## config.mk

```make
export PLATFORM = sky130hd
export DESIGN_NAME = batt_mode_ctrl
export DESIGN_NICKNAME = d
export VERILOG_FILES = /design/src/rtl/bmc_pkg.sv /design/src/rtl/bmc_ref_watch.sv /design/src/rtl/bmc_blank.sv /design/src/rtl/bmc_rst_gen.sv /design/src/rtl/batt_mode_ctrl.sv
export SDC_FILE = /design/constraint.sdc
export NUM_CORES = 1
export LEC_CHECK = 0
export BUFFER_PORTS_ARGS = -buffer_cell sky130_fd_sc_hd__buf_2
export CELL_PAD_IN_SITES_DETAIL_PLACEMENT = 2
export CELL_PAD_IN_SITES_GLOBAL_PLACEMENT = 2
export CORE_UTILIZATION = 36
export CTS_CLUSTER_DIAMETER = 30
export CTS_CLUSTER_SIZE = 8
export DETAILED_ROUTE_END_ITERATION = 8
export PLACE_DENSITY_LB_ADDON = 0.1
export SLEW_MARGIN = 5
export SYNTH_ARGS = -nofsm -noshare
export SYNTH_HDL_FRONTEND = slang
export SYNTH_SLANG_ARGS = --single-unit
```

## constraint.sdc

```tcl
create_clock -name clk -period 2.68 [get_ports clk]
set_clock_uncertainty 0.2 [all_clocks]
set_input_delay 0.134 -clock clk [delete_from_list [all_inputs] [get_ports clk]]
set_output_delay 0.134 -clock clk [all_outputs]
set_load 0.01 [all_outputs]
```

## src/rtl/bmc_pkg.sv

```systemverilog
package bmc_pkg;

   typedef enum logic [2:0] {
      M_LOCK  = 3'd0,
      M_NORM  = 3'd1,
      M_PROT  = 3'd2,
      M_WDTO  = 3'd3,
      M_SLEEP = 3'd4,
      M_SHIP  = 3'd5
   } mode_e;

   typedef struct packed {
      logic chg;
      logic dsg;
      logic pchg;
      logic reg_on;
      logic led_on;
      logic ser;
      logic prot;
      logic meas;
      logic wd;
      logic therm;
   } drive_t;

   // Output decode per mode; precharge is never driven by this sequencer.
   function automatic drive_t mode_drive(mode_e m);
      drive_t d;
      d = '0;
      case (m)
         M_NORM: begin
            d.chg = 1'b1;  d.dsg = 1'b1;
            d.reg_on = 1'b1; d.led_on = 1'b1;
            d.ser = 1'b1; d.prot = 1'b1; d.meas = 1'b1; d.wd = 1'b1; d.therm = 1'b1;
         end
         M_PROT, M_WDTO: begin
            d.reg_on = 1'b1; d.led_on = 1'b1;
            d.ser = 1'b1; d.prot = 1'b1; d.meas = 1'b1; d.wd = 1'b1; d.therm = 1'b1;
         end
         M_SLEEP: begin
            d.reg_on = 1'b1; d.led_on = 1'b1;
            d.ser = 1'b1; d.prot = 1'b1; d.meas = 1'b1; d.wd = 1'b1;
         end
         default: d = '0;
      endcase
      return d;
   endfunction

endpackage

```

## src/rtl/bmc_ref_watch.sv

```systemverilog
module bmc_ref_watch #(
   parameter int unsigned SYNC_STAGES = 2,
   parameter int unsigned WD_LIMIT    = 2048
) (
   input  logic clk,
   input  logic rst_n,
   input  logic ref_in,
   input  logic enable,
   output logic tick,
   output logic expire
);
   localparam int unsigned CW = $clog2(WD_LIMIT + 1);
   localparam logic [CW-1:0] LAST = CW'(WD_LIMIT - 1);

   logic [SYNC_STAGES-1:0] sh_q;
   logic                   prev_q;
   logic [CW-1:0]          cnt_q;

   generate
      if (SYNC_STAGES == 1) begin : g_one
         always_ff @(posedge clk or negedge rst_n) begin
            if (!rst_n) sh_q <= '0;
            else        sh_q <= ref_in;
         end
      end else begin : g_chain
         always_ff @(posedge clk or negedge rst_n) begin
            if (!rst_n) sh_q <= '0;
            else        sh_q <= {sh_q[SYNC_STAGES-2:0], ref_in};
         end
      end
   endgenerate

   always_ff @(posedge clk or negedge rst_n) begin
      if (!rst_n) prev_q <= 1'b0;
      else        prev_q <= sh_q[SYNC_STAGES-1];
   end

   assign tick   = sh_q[SYNC_STAGES-1] & ~prev_q;
   assign expire = enable & ~tick & (cnt_q == LAST);

   always_ff @(posedge clk or negedge rst_n) begin
      if (!rst_n)                        cnt_q <= '0;
      else if (!enable || tick || expire) cnt_q <= '0;
      else                               cnt_q <= cnt_q + 1'b1;
   end

endmodule

```

## src/rtl/bmc_blank.sv

```systemverilog
module bmc_blank #(
   parameter int unsigned DLY = 8
) (
   input  logic clk,
   input  logic rst_n,
   input  logic clr,
   input  logic flag,
   input  logic tick,
   output logic hit
);
   localparam int unsigned CW = $clog2(DLY + 1);
   localparam logic [CW-1:0] TOP = CW'(DLY);

   logic [CW-1:0] cnt_q;

   always_ff @(posedge clk or negedge rst_n) begin
      if (!rst_n)                    cnt_q <= '0;
      else if (clr || !flag)         cnt_q <= '0;
      else if (tick && cnt_q != TOP) cnt_q <= cnt_q + 1'b1;
   end

   assign hit = flag & (cnt_q == TOP);

endmodule

```

## src/rtl/bmc_rst_gen.sv

```systemverilog
module bmc_rst_gen #(
   parameter int unsigned RST_DLY   = 1000,
   parameter int unsigned RST_PULSE = 64
) (
   input  logic clk,
   input  logic rst_n,
   input  logic hold,
   input  logic fire,
   output logic rst_out
);
   localparam int unsigned DW = $clog2(RST_DLY + 1);
   localparam int unsigned PW = $clog2(RST_PULSE + 1);

   logic [DW-1:0] dly_q;
   logic [PW-1:0] pls_q;

   always_ff @(posedge clk or negedge rst_n) begin
      if (!rst_n)           dly_q <= DW'(RST_DLY);
      else if (hold)        dly_q <= DW'(RST_DLY);
      else if (dly_q != '0) dly_q <= dly_q - 1'b1;
   end

   always_ff @(posedge clk or negedge rst_n) begin
      if (!rst_n)           pls_q <= '0;
      else if (hold)        pls_q <= '0;
      else if (fire)        pls_q <= PW'(RST_PULSE);
      else if (pls_q != '0) pls_q <= pls_q - 1'b1;
   end

   assign rst_out = hold | (dly_q != '0) | (pls_q != '0);

endmodule

```

## src/rtl/batt_mode_ctrl.sv

```systemverilog
module batt_mode_ctrl
   import bmc_pkg::*;
#(
   parameter int unsigned SYNC_STAGES = 2,
   parameter int unsigned WD_LIMIT    = 2048,
   parameter int unsigned RST_DLY     = 1000,
   parameter int unsigned RST_PULSE   = 64,
   parameter int unsigned OVL_DLY     = 8,
   parameter int unsigned SCD_DLY     = 2,
   parameter int unsigned SCC_DLY     = 2
) (
   input  logic       clk,
   input  logic       rst_n,
   input  logic       sup_above_hi,
   input  logic       sup_below_lo,
   input  logic       pack_present,
   input  logic       ovl_flag,
   input  logic       scd_flag,
   input  logic       scc_flag,
   input  logic       ref32k,
   input  logic       cmd_sleep,
   input  logic       cmd_ship,
   input  logic       cmd_clear,
   input  logic       cmd_resume,
   output logic       chg_en,
   output logic       dsg_en,
   output logic       pchg_en,
   output logic       reg_en,
   output logic       led_en,
   output logic       rst_out,
   output logic       ser_en,
   output logic       prot_en,
   output logic       meas_en,
   output logic       therm_en,
   output logic       wd_en,
   output logic [2:0] mode_o
);
   localparam int unsigned NFLT = 3;

   generate
      if (SYNC_STAGES < 1) begin : g_bad_sync
         $error("SYNC_STAGES must be at least 1");
      end
      if (WD_LIMIT < 4) begin : g_bad_wd
         $error("WD_LIMIT must be at least 4");
      end
      if (OVL_DLY < 1 || SCD_DLY < 1 || SCC_DLY < 1) begin : g_bad_dly
         $error("fault delays must be at least one tick");
      end
      if (RST_PULSE < 1) begin : g_bad_pulse
         $error("RST_PULSE must be at least 1");
      end
   endgenerate

   mode_e  mode_q, mode_d;
   drive_t drv;

   logic            tick, wd_exp, fire;
   logic [NFLT-1:0] flags, hits;
   logic            any_hit, any_flag, blank_clr;

   assign drv = mode_drive(mode_q);

   bmc_ref_watch #(
      .SYNC_STAGES (SYNC_STAGES),
      .WD_LIMIT    (WD_LIMIT)
   ) watch_i (
      .clk    (clk),
      .rst_n  (rst_n),
      .ref_in (ref32k),
      .enable (drv.wd),
      .tick   (tick),
      .expire (wd_exp)
   );

   assign flags     = {scc_flag, scd_flag, ovl_flag};
   assign blank_clr = ~drv.prot;

   generate
      for (genvar g = 0; g < NFLT; g++) begin : g_blank
         localparam int unsigned D = (g == 0) ? OVL_DLY : (g == 1) ? SCD_DLY : SCC_DLY;
         bmc_blank #(.DLY(D)) blank_i (
            .clk   (clk),
            .rst_n (rst_n),
            .clr   (blank_clr),
            .flag  (flags[g]),
            .tick  (tick),
            .hit   (hits[g])
         );
      end
   endgenerate

   assign any_hit  = |hits;
   assign any_flag = |flags;

   assign fire = wd_exp & ~sup_below_lo &
                 ((mode_q == M_NORM) | (mode_q == M_PROT) | (mode_q == M_WDTO));

   bmc_rst_gen #(
      .RST_DLY   (RST_DLY),
      .RST_PULSE (RST_PULSE)
   ) rgen_i (
      .clk     (clk),
      .rst_n   (rst_n),
      .hold    (mode_q == M_LOCK),
      .fire    (fire),
      .rst_out (rst_out)
   );

   always_comb begin
      mode_d = mode_q;
      if (sup_below_lo) begin
         mode_d = M_LOCK;
      end else begin
         case (mode_q)
            M_LOCK:  if (sup_above_hi) mode_d = M_NORM;
            M_NORM: begin
               if (any_hit)                         mode_d = M_PROT;
               else if (wd_exp)                     mode_d = M_WDTO;
               else if (cmd_ship && !pack_present)  mode_d = M_SHIP;
               else if (cmd_sleep)                  mode_d = M_SLEEP;
            end
            M_PROT: begin
               if (wd_exp)                          mode_d = M_WDTO;
               else if (cmd_clear && !any_flag)     mode_d = M_NORM;
            end
            M_WDTO:  if (tick)       mode_d = M_NORM;
            M_SLEEP: if (cmd_resume) mode_d = M_NORM;
            M_SHIP:  mode_d = M_SHIP;
            default: mode_d = M_LOCK;
         endcase
      end
   end

   always_ff @(posedge clk or negedge rst_n) begin
      if (!rst_n) mode_q <= M_LOCK;
      else        mode_q <= mode_d;
   end

   assign chg_en   = drv.chg;
   assign dsg_en   = drv.dsg;
   assign pchg_en  = drv.pchg;
   assign reg_en   = drv.reg_on;
   assign led_en   = drv.led_on;
   assign ser_en   = drv.ser;
   assign prot_en  = drv.prot;
   assign meas_en  = drv.meas;
   assign therm_en = drv.therm;
   assign wd_en    = drv.wd;
   assign mode_o   = mode_q;

endmodule

```

# After elaboration in Yosys (flattened, before gate mapping)
# Cells that the tools add are included.
[totals]
wordCells = 103
ff_bits = 43
[op_classes]
n_addsub = 6
muxes = 26
n_reduce_logical = 29
bitwise_logic = 16
eq_ne = 17
[ops]
columns = ["operator", "count"]
rows = [
  ["$mux W3", 10],
  ["$mux W7", 3],
  ["$mux W10", 2],
  ["$pmux W3 S6", 1],
  ["$add A12 B1 Y12 const B", 1],
  ["$eq A12 B11 Y1 const B", 1],
  ["$mux W12", 1],
  ["$mux W2", 5],
  ["$reduce_bool A10 Y1", 1],
  ["$sub A10 B1 Y10 const B", 1],
  ["$reduce_or A3 Y1", 3],
  ["$and A1 B1 Y1", 8],
  ["$mux W4", 2],
  ["$reduce_bool A2 Y1", 4],
  ["$reduce_bool A7 Y1", 1],
  ["$sub A7 B1 Y7 const B", 1],
  ["$eq A3 B2 Y1 const B", 2],
  ["$eq A3 B3 Y1 const B", 2],
  ["$logic_not A1 Y1", 6],
  ["$mux W6", 1],
  ["$ne A3 B3 Y1 const B", 2],
  ["$ne A6 B4 Y1 const B", 1],
  ["$logic_and A1 B1 Y1", 5],
  ["$logic_or A1 B1 Y1", 5],
  ["other kinds (16)", 25],
]

# Depth between registers and ports, before layout
[depth]
word_depth = 9
ltp_mapped = 8
mapped_depth_nobuf = 7

# Cells and area by module
# From an unflattened synthesis, not the netlist that was laid out.
[unflattened]
cells_unflattened = 260
area_unflattened_um2 = 2477.4
[modules_own_cells]
columns = ["mod", "cells_per_inst", "area_each_um2", "n_inst", "seq_area_each_um2"]
rows = [
  ["bmc_rst_gen", 99, 939.7, 1, 432.9],
  ["bmc_ref_watch", 63, 676.9, 1, 375.4],
  ["batt_mode_ctrl", 46, 365.4, 1, 75.1],
  ["bmc_blank (g_blank[1].blank_i ...)", 13, 128.9, 2, 50.0],
  ["bmc_blank (g_blank[0].blank_i)", 26, 237.7, 1, 100.1],
]

# Worst setup path after synthesis
# Ideal clock, no wire load.
[synth_path]
kind = "flip-flop to flip-flop"
from = "reg mode_q[1], in the netlist mode_o[1]"
to = "reg mode_q[0], in the netlist mode_o[0]"
t_arrival_ns = 1.946
stages_incl_launch_ff = 7
path_slack_ns = 0.455
required_ns = 2.401
cell_sequence = "dfrtp_1 -> buf_6 -> nor3b_1 -> o21ai_0 -> or3_1 -> o211ai_2 -> mux2i_1"
[synth_via]
elab_chain_cells = 9
elab_cells_between_ends = 21
cone_classes = "eq/ne (10); mux (6); bitwise (2); reduce/logical (3)"
[synth_lines]
columns = ["item", "line", "source"]
rows = [
  ["from (decl)", "batt_mode_ctrl.sv:55", "mode_e mode_q, mode_d;"],
  ["from (signal assigned)", "batt_mode_ctrl.sv:137", "else mode_q <= mode_d;"],
  ["$eq A3 B1 Y1 (tied with other cells)", "bmc_pkg.sv:29, batt_mode_ctrl.sv:115", ""],
  ["$reduce_or A4 Y1 (no source line)", "-", ""],
  ["$mux W6", "bmc_pkg.sv:29", "case (m)"],
  ["$and A1 B1 Y1 (2 in series)", "bmc_ref_watch.sv:39", "assign expire = enable & ~tick & (cnt_q == LAST);"],
  ["$mux W3", "batt_mode_ctrl.sv:119", "else if (wd_exp) mode_d = M_WDTO;"],
  ["$mux W3", "batt_mode_ctrl.sv:118", "if (any_hit) mode_d = M_PROT;"],
  ["$pmux W3 S6", "batt_mode_ctrl.sv:115", "case (mode_q)"],
  ["$mux W3", "batt_mode_ctrl.sv:112", "if (sup_below_lo) begin"],
]
# Parallel ways exist; a longest one is shown, timed or not.
# A chain may end at the register's enable or synchronous reset.

# Worst setup path after layout
[layout_path]
from = "reg rgen_i.dly_q[4]"
to = "out rst_out"
[layout_via]
elab_chain_cells = 3
[layout_lines]
columns = ["item", "line", "source"]
rows = [
  ["from (decl)", "bmc_rst_gen.sv:14", "logic [DW-1:0] dly_q;"],
  ["from (signal assigned)", "bmc_rst_gen.sv:18", "if (!rst_n) dly_q <= DW'(RST_DLY);"],
  ["from (signal assigned)", "bmc_rst_gen.sv:19", "else if (hold) dly_q <= DW'(RST_DLY);"],
  ["from (signal assigned)", "bmc_rst_gen.sv:20", "else if (dly_q != '0) dly_q <= dly_q - 1'b1;"],
  ["$reduce_bool A10 Y1", "bmc_rst_gen.sv:30", "assign rst_out = hold | (dly_q != '0) | (pls_q != '0);"],
  ["$or A1 B1 Y1 (2 in series)", "bmc_rst_gen.sv:30", ""],
  ["to (decl)", "batt_mode_ctrl.sv:30", "output logic rst_out,"],
]
# No other way between the ends.

==> reports/metrics.csv <==
stage;metric;value;unit
outcome;status;complete, no violations;
detailed_routing;routed_wirelength;5.75;mm
global_routing;overflow;0;
layout;final_nets;303;
detailed_routing;viasPerCell;5.22;
detailed_routing;vias;1885;
setup_path;cp.required;2.35;ns
global_routing;grt_pass1_vias;1961;
synthesis;synth_top_area_cell;dfrtp_1;
global_routing;grt_start_max_net_pins;42;
detailed_routing;dr.pass1.iters;4;
global_routing;grt_pass1_wl;10.1;mm
die;die_y;83.2;microns
sta;holdWs;0.0828;ns
hold_path;min_path_type;in2reg;
synthesis;synth_ff_type;dfrtp_1;
detailed_routing;wl_per_cell;15.9;microns
place;pre_cts_ws;0.355;ns
power_and_ir_drop;seq_power_share;0.373;
clock_tree;clock-root-buffer;clkbuf_8;
sta;slew_headroom;0.362;
sta;drv_slew;0;
power_and_ir_drop;vdd.ir_drop.worst;0.348;mV
power_and_ir_drop;total_power;2.41;mW
power_and_ir_drop;p_per_area;887;nW/um^2
place;dp.cells;346;
synthesis;synth_cells;251;
clock_tree;worstSkewPairLatency;0.30;ns
layout;multi_input_area;1130;sq um
layout;fill_cells;696;
clock_tree;numClockSinks;43;
layout;antenna_cells;0;
synthesis;syn-num-nets;271;
sta;tns;0;ns
power_and_ir_drop;p_switching;962;uW
place;detailed_place_hpwl;4.18;mm
synthesis;syn-cell-area;2370;sq um
die;initial_utilization;0.374;
clock_tree;cts_buffers;5;
setup_path;cp-start-kind;register;
synthesis;syn_avg_cell_area;9.46;sq um
setup_path;cp.arrival;2.06;ns
clock_tree;clk_pin_slew;0.08;ns
detailed_routing;ant_nets;0;
synthesis;yosysTopAreaCellShare;0.390;
place;placed_cell_area;2550;sq um
place;place_congestion;0.723;
detailed_routing;drc;0;
synthesis;synth-seq-cells;43;
synthesis;synth.area.top_cells;dfrtp_1 39%, dfstp_2 6.6%, nor2_1 5.7%;
setup_path;crit_slowest_cell;or4_4;
sta;finalCriticalPeriod;2.40;ns
power_and_ir_drop;p_sw_frac;0.399;
sta;fmax;417;MHz
global_routing;met3_usage;0.0358;
power_and_ir_drop;leakagePower;1.16;nW
place;numPortBuffers;25;
layout;layout-drive-gt1-share;0.218;
sta;worstMarginPinSlew;0.957;ns
setup_path;slowest_delay;0.53;ns
power_and_ir_drop;clkPwrFrac;0.193;
setup_path;crit_fanout;5;
synthesis;yosysSeqAreaShare;0.457;
global_routing;use_met2;0.282;
global_routing;use_met1;0.253;
sta;layout_worst_path_cycle_share;0.895;
synthesis;synth_edf_count;0;
layout;final_area;2710;sq um
die;die_area;6920;sq um
clock_tree;cts_resized;0;
layout;areaGrowthSynthToFinish;14.3;%
power_and_ir_drop;combPwrFrac;0.434;
die;core;6350;sq um
die;dieWidth;83.2;microns
synthesis;async_reset_ff_frac;1.00;
clock_tree;cts_tree;done;
sta;rsz0062_at_grt;no;
sta;setup_ws;0.283;ns
setup_path;crit_type;reg2out;
layout;regArea;1080;sq um
sta;finalSetupViolCount;0;
detailed_routing;first_iter_violations;45;
sta;finalHoldViolations;0;
global_routing;busiest_layer;met2;
setup_path;cp_cell_sequence;or4_4 -> nor4_2 -> buf_4 -> nand3_1 -> buf_2;
clock_tree;cts_max_level;2;
global_routing;antenna_found_initial;0;
clock_tree;clockBufferDepth;2;
synthesis;yosysWarnings;0;
die;ioPinCount;27;
setup_path;end_kind;output pin;
global_routing;grtUsageTotal;0.180;
synthesis;synth_cell_types;48;
layout;final_cells;361;
layout;fin_util;0.427;
die;rows;29;
job;drv_cap;0;
power_and_ir_drop;internal_power;1.45;mW
sequential cells by signal, summed over array words and instances, names as in the netlist:
| register | flops |
|---|---|
| watch_i.cnt_q | 12 |
| rgen_i.dly_q | 10 |
| g_blank.blank_i.cnt_q | 8 |
| rgen_i.pls_q | 7 |
| mode_o | 3 |
| watch_i.sh_q | 2 |
| watch_i.prev_q | 1 |
critical path: cells and delay by family, from the launching register on:
kind	cells	cell delay, ns
flops	1	0.43
buf+inv	2	0.37
simple gates	3	0.97
power groups by stage:
stage | registers, mW | clock network (mW) | logic (mW)
after floorplan | 0.883 | 0 | 0.795
after global placement | 0.907 | 0 | 1.00
after detailed placement | 0.912 | 0 | 1.03
after CTS | 0.901 | 0.482 | 1.04
after global routing | 0.924 | 0.506 | 1.19
final | 0.898 | 0.465 | 1.05
synthesized netlist by cell type, drive strengths merged (5+ instances only):
master and count:
dfrtp 37, nor2 36, inv 16, nand3 14, xnor2 14, nor3 13
a21oi 12, buf 12, nand2 12, o21ai 9, or3 9, ha 7
xor2 7, dfstp 6, nor4 5
cells by family (layout without fill, tap and decap cells):
logic type / Yosys count / after routing / synth area share
XOR/XNOR: 21 / 21 / 0.0775
multiplexers: 2 / 2 / 0.00843
AO/OA/AOI/OAI: 34 / 34 / 0.0970
adder cells (fa/ha/maj): 7 / 7 / 0.0369
buffers and inverters: 30 / 63 / 0.0669
other: 1 / 1 / 0.00158
flip-flops: 43 / 43 / 0.457
AND/OR/NAND/NOR: 113 / 113 / 0.255
path summary, 6_finish.rpt:
path                                             start                                      end  slack, ns  depth (start not counted)
setup / recovery           rgen_i.dly_q[4]$_DFFE_PN0P_                                  rst_out       0.28                          5
hold / removal                            sup_below_lo              rgen_i.pls_q[6]$_DFFE_PN0P_       0.08                          4
setup reg to reg                 mode_o[1]$_DFFE_PN0P_                    mode_o[1]$_DFFE_PN0P_       0.35                          5
hold reg to reg              watch_i.sh_q[0]$_DFF_PN0_                watch_i.sh_q[1]$_DFF_PN0_       0.18                          0
max in group asynchronous                        rst_n              rgen_i.dly_q[8]$_DFFE_PN1P_       1.25                          3
min in group asynchronous                        rst_n  g_blank[0].blank_i.cnt_q[0]$_DFFE_PN0P_       0.31                          2
timing repair:
action / CTS / global route
hold endpoints to repair: 46 / 0
hold buffers: 5 / 0
endpoints found under the setup margin: 0 / 1
buffers inserted: 0 / 2
layout by cell type (no fill, tap or decap), drive strengths merged, types with 4 or more instances in the layout:
cell type and instances:
nand2 12, a21oi 12, dlygate4sd3 5, dfrtp 37, xor2 7, nor3 13, dfstp 6, buf 34
inv 16, xnor2 14, ha 7, nand2b 4, nor2 36, clkbuf 8, nor4 5, o21ai 9
nand3 14, or3 9
metal layers:
layer	vias up	wire length, microns	part of all wire
met2	26	2660	0.46
met1	935	2860	0.50
li1	916	-	-
met4	0	82	0.014
met5	-	0	0
met3	8	148	0.026
area by class of cell:
class	instances	area share
Clock buffer	8	0.0369
Inverter	16	0.0221
Multi-Input combinational cell	178	0.417
Sequential cell	43	0.399
Tap cell	77	0.0355
Timing Repair Buffer	39	0.0894
Power figures use the tool's default switching activity.
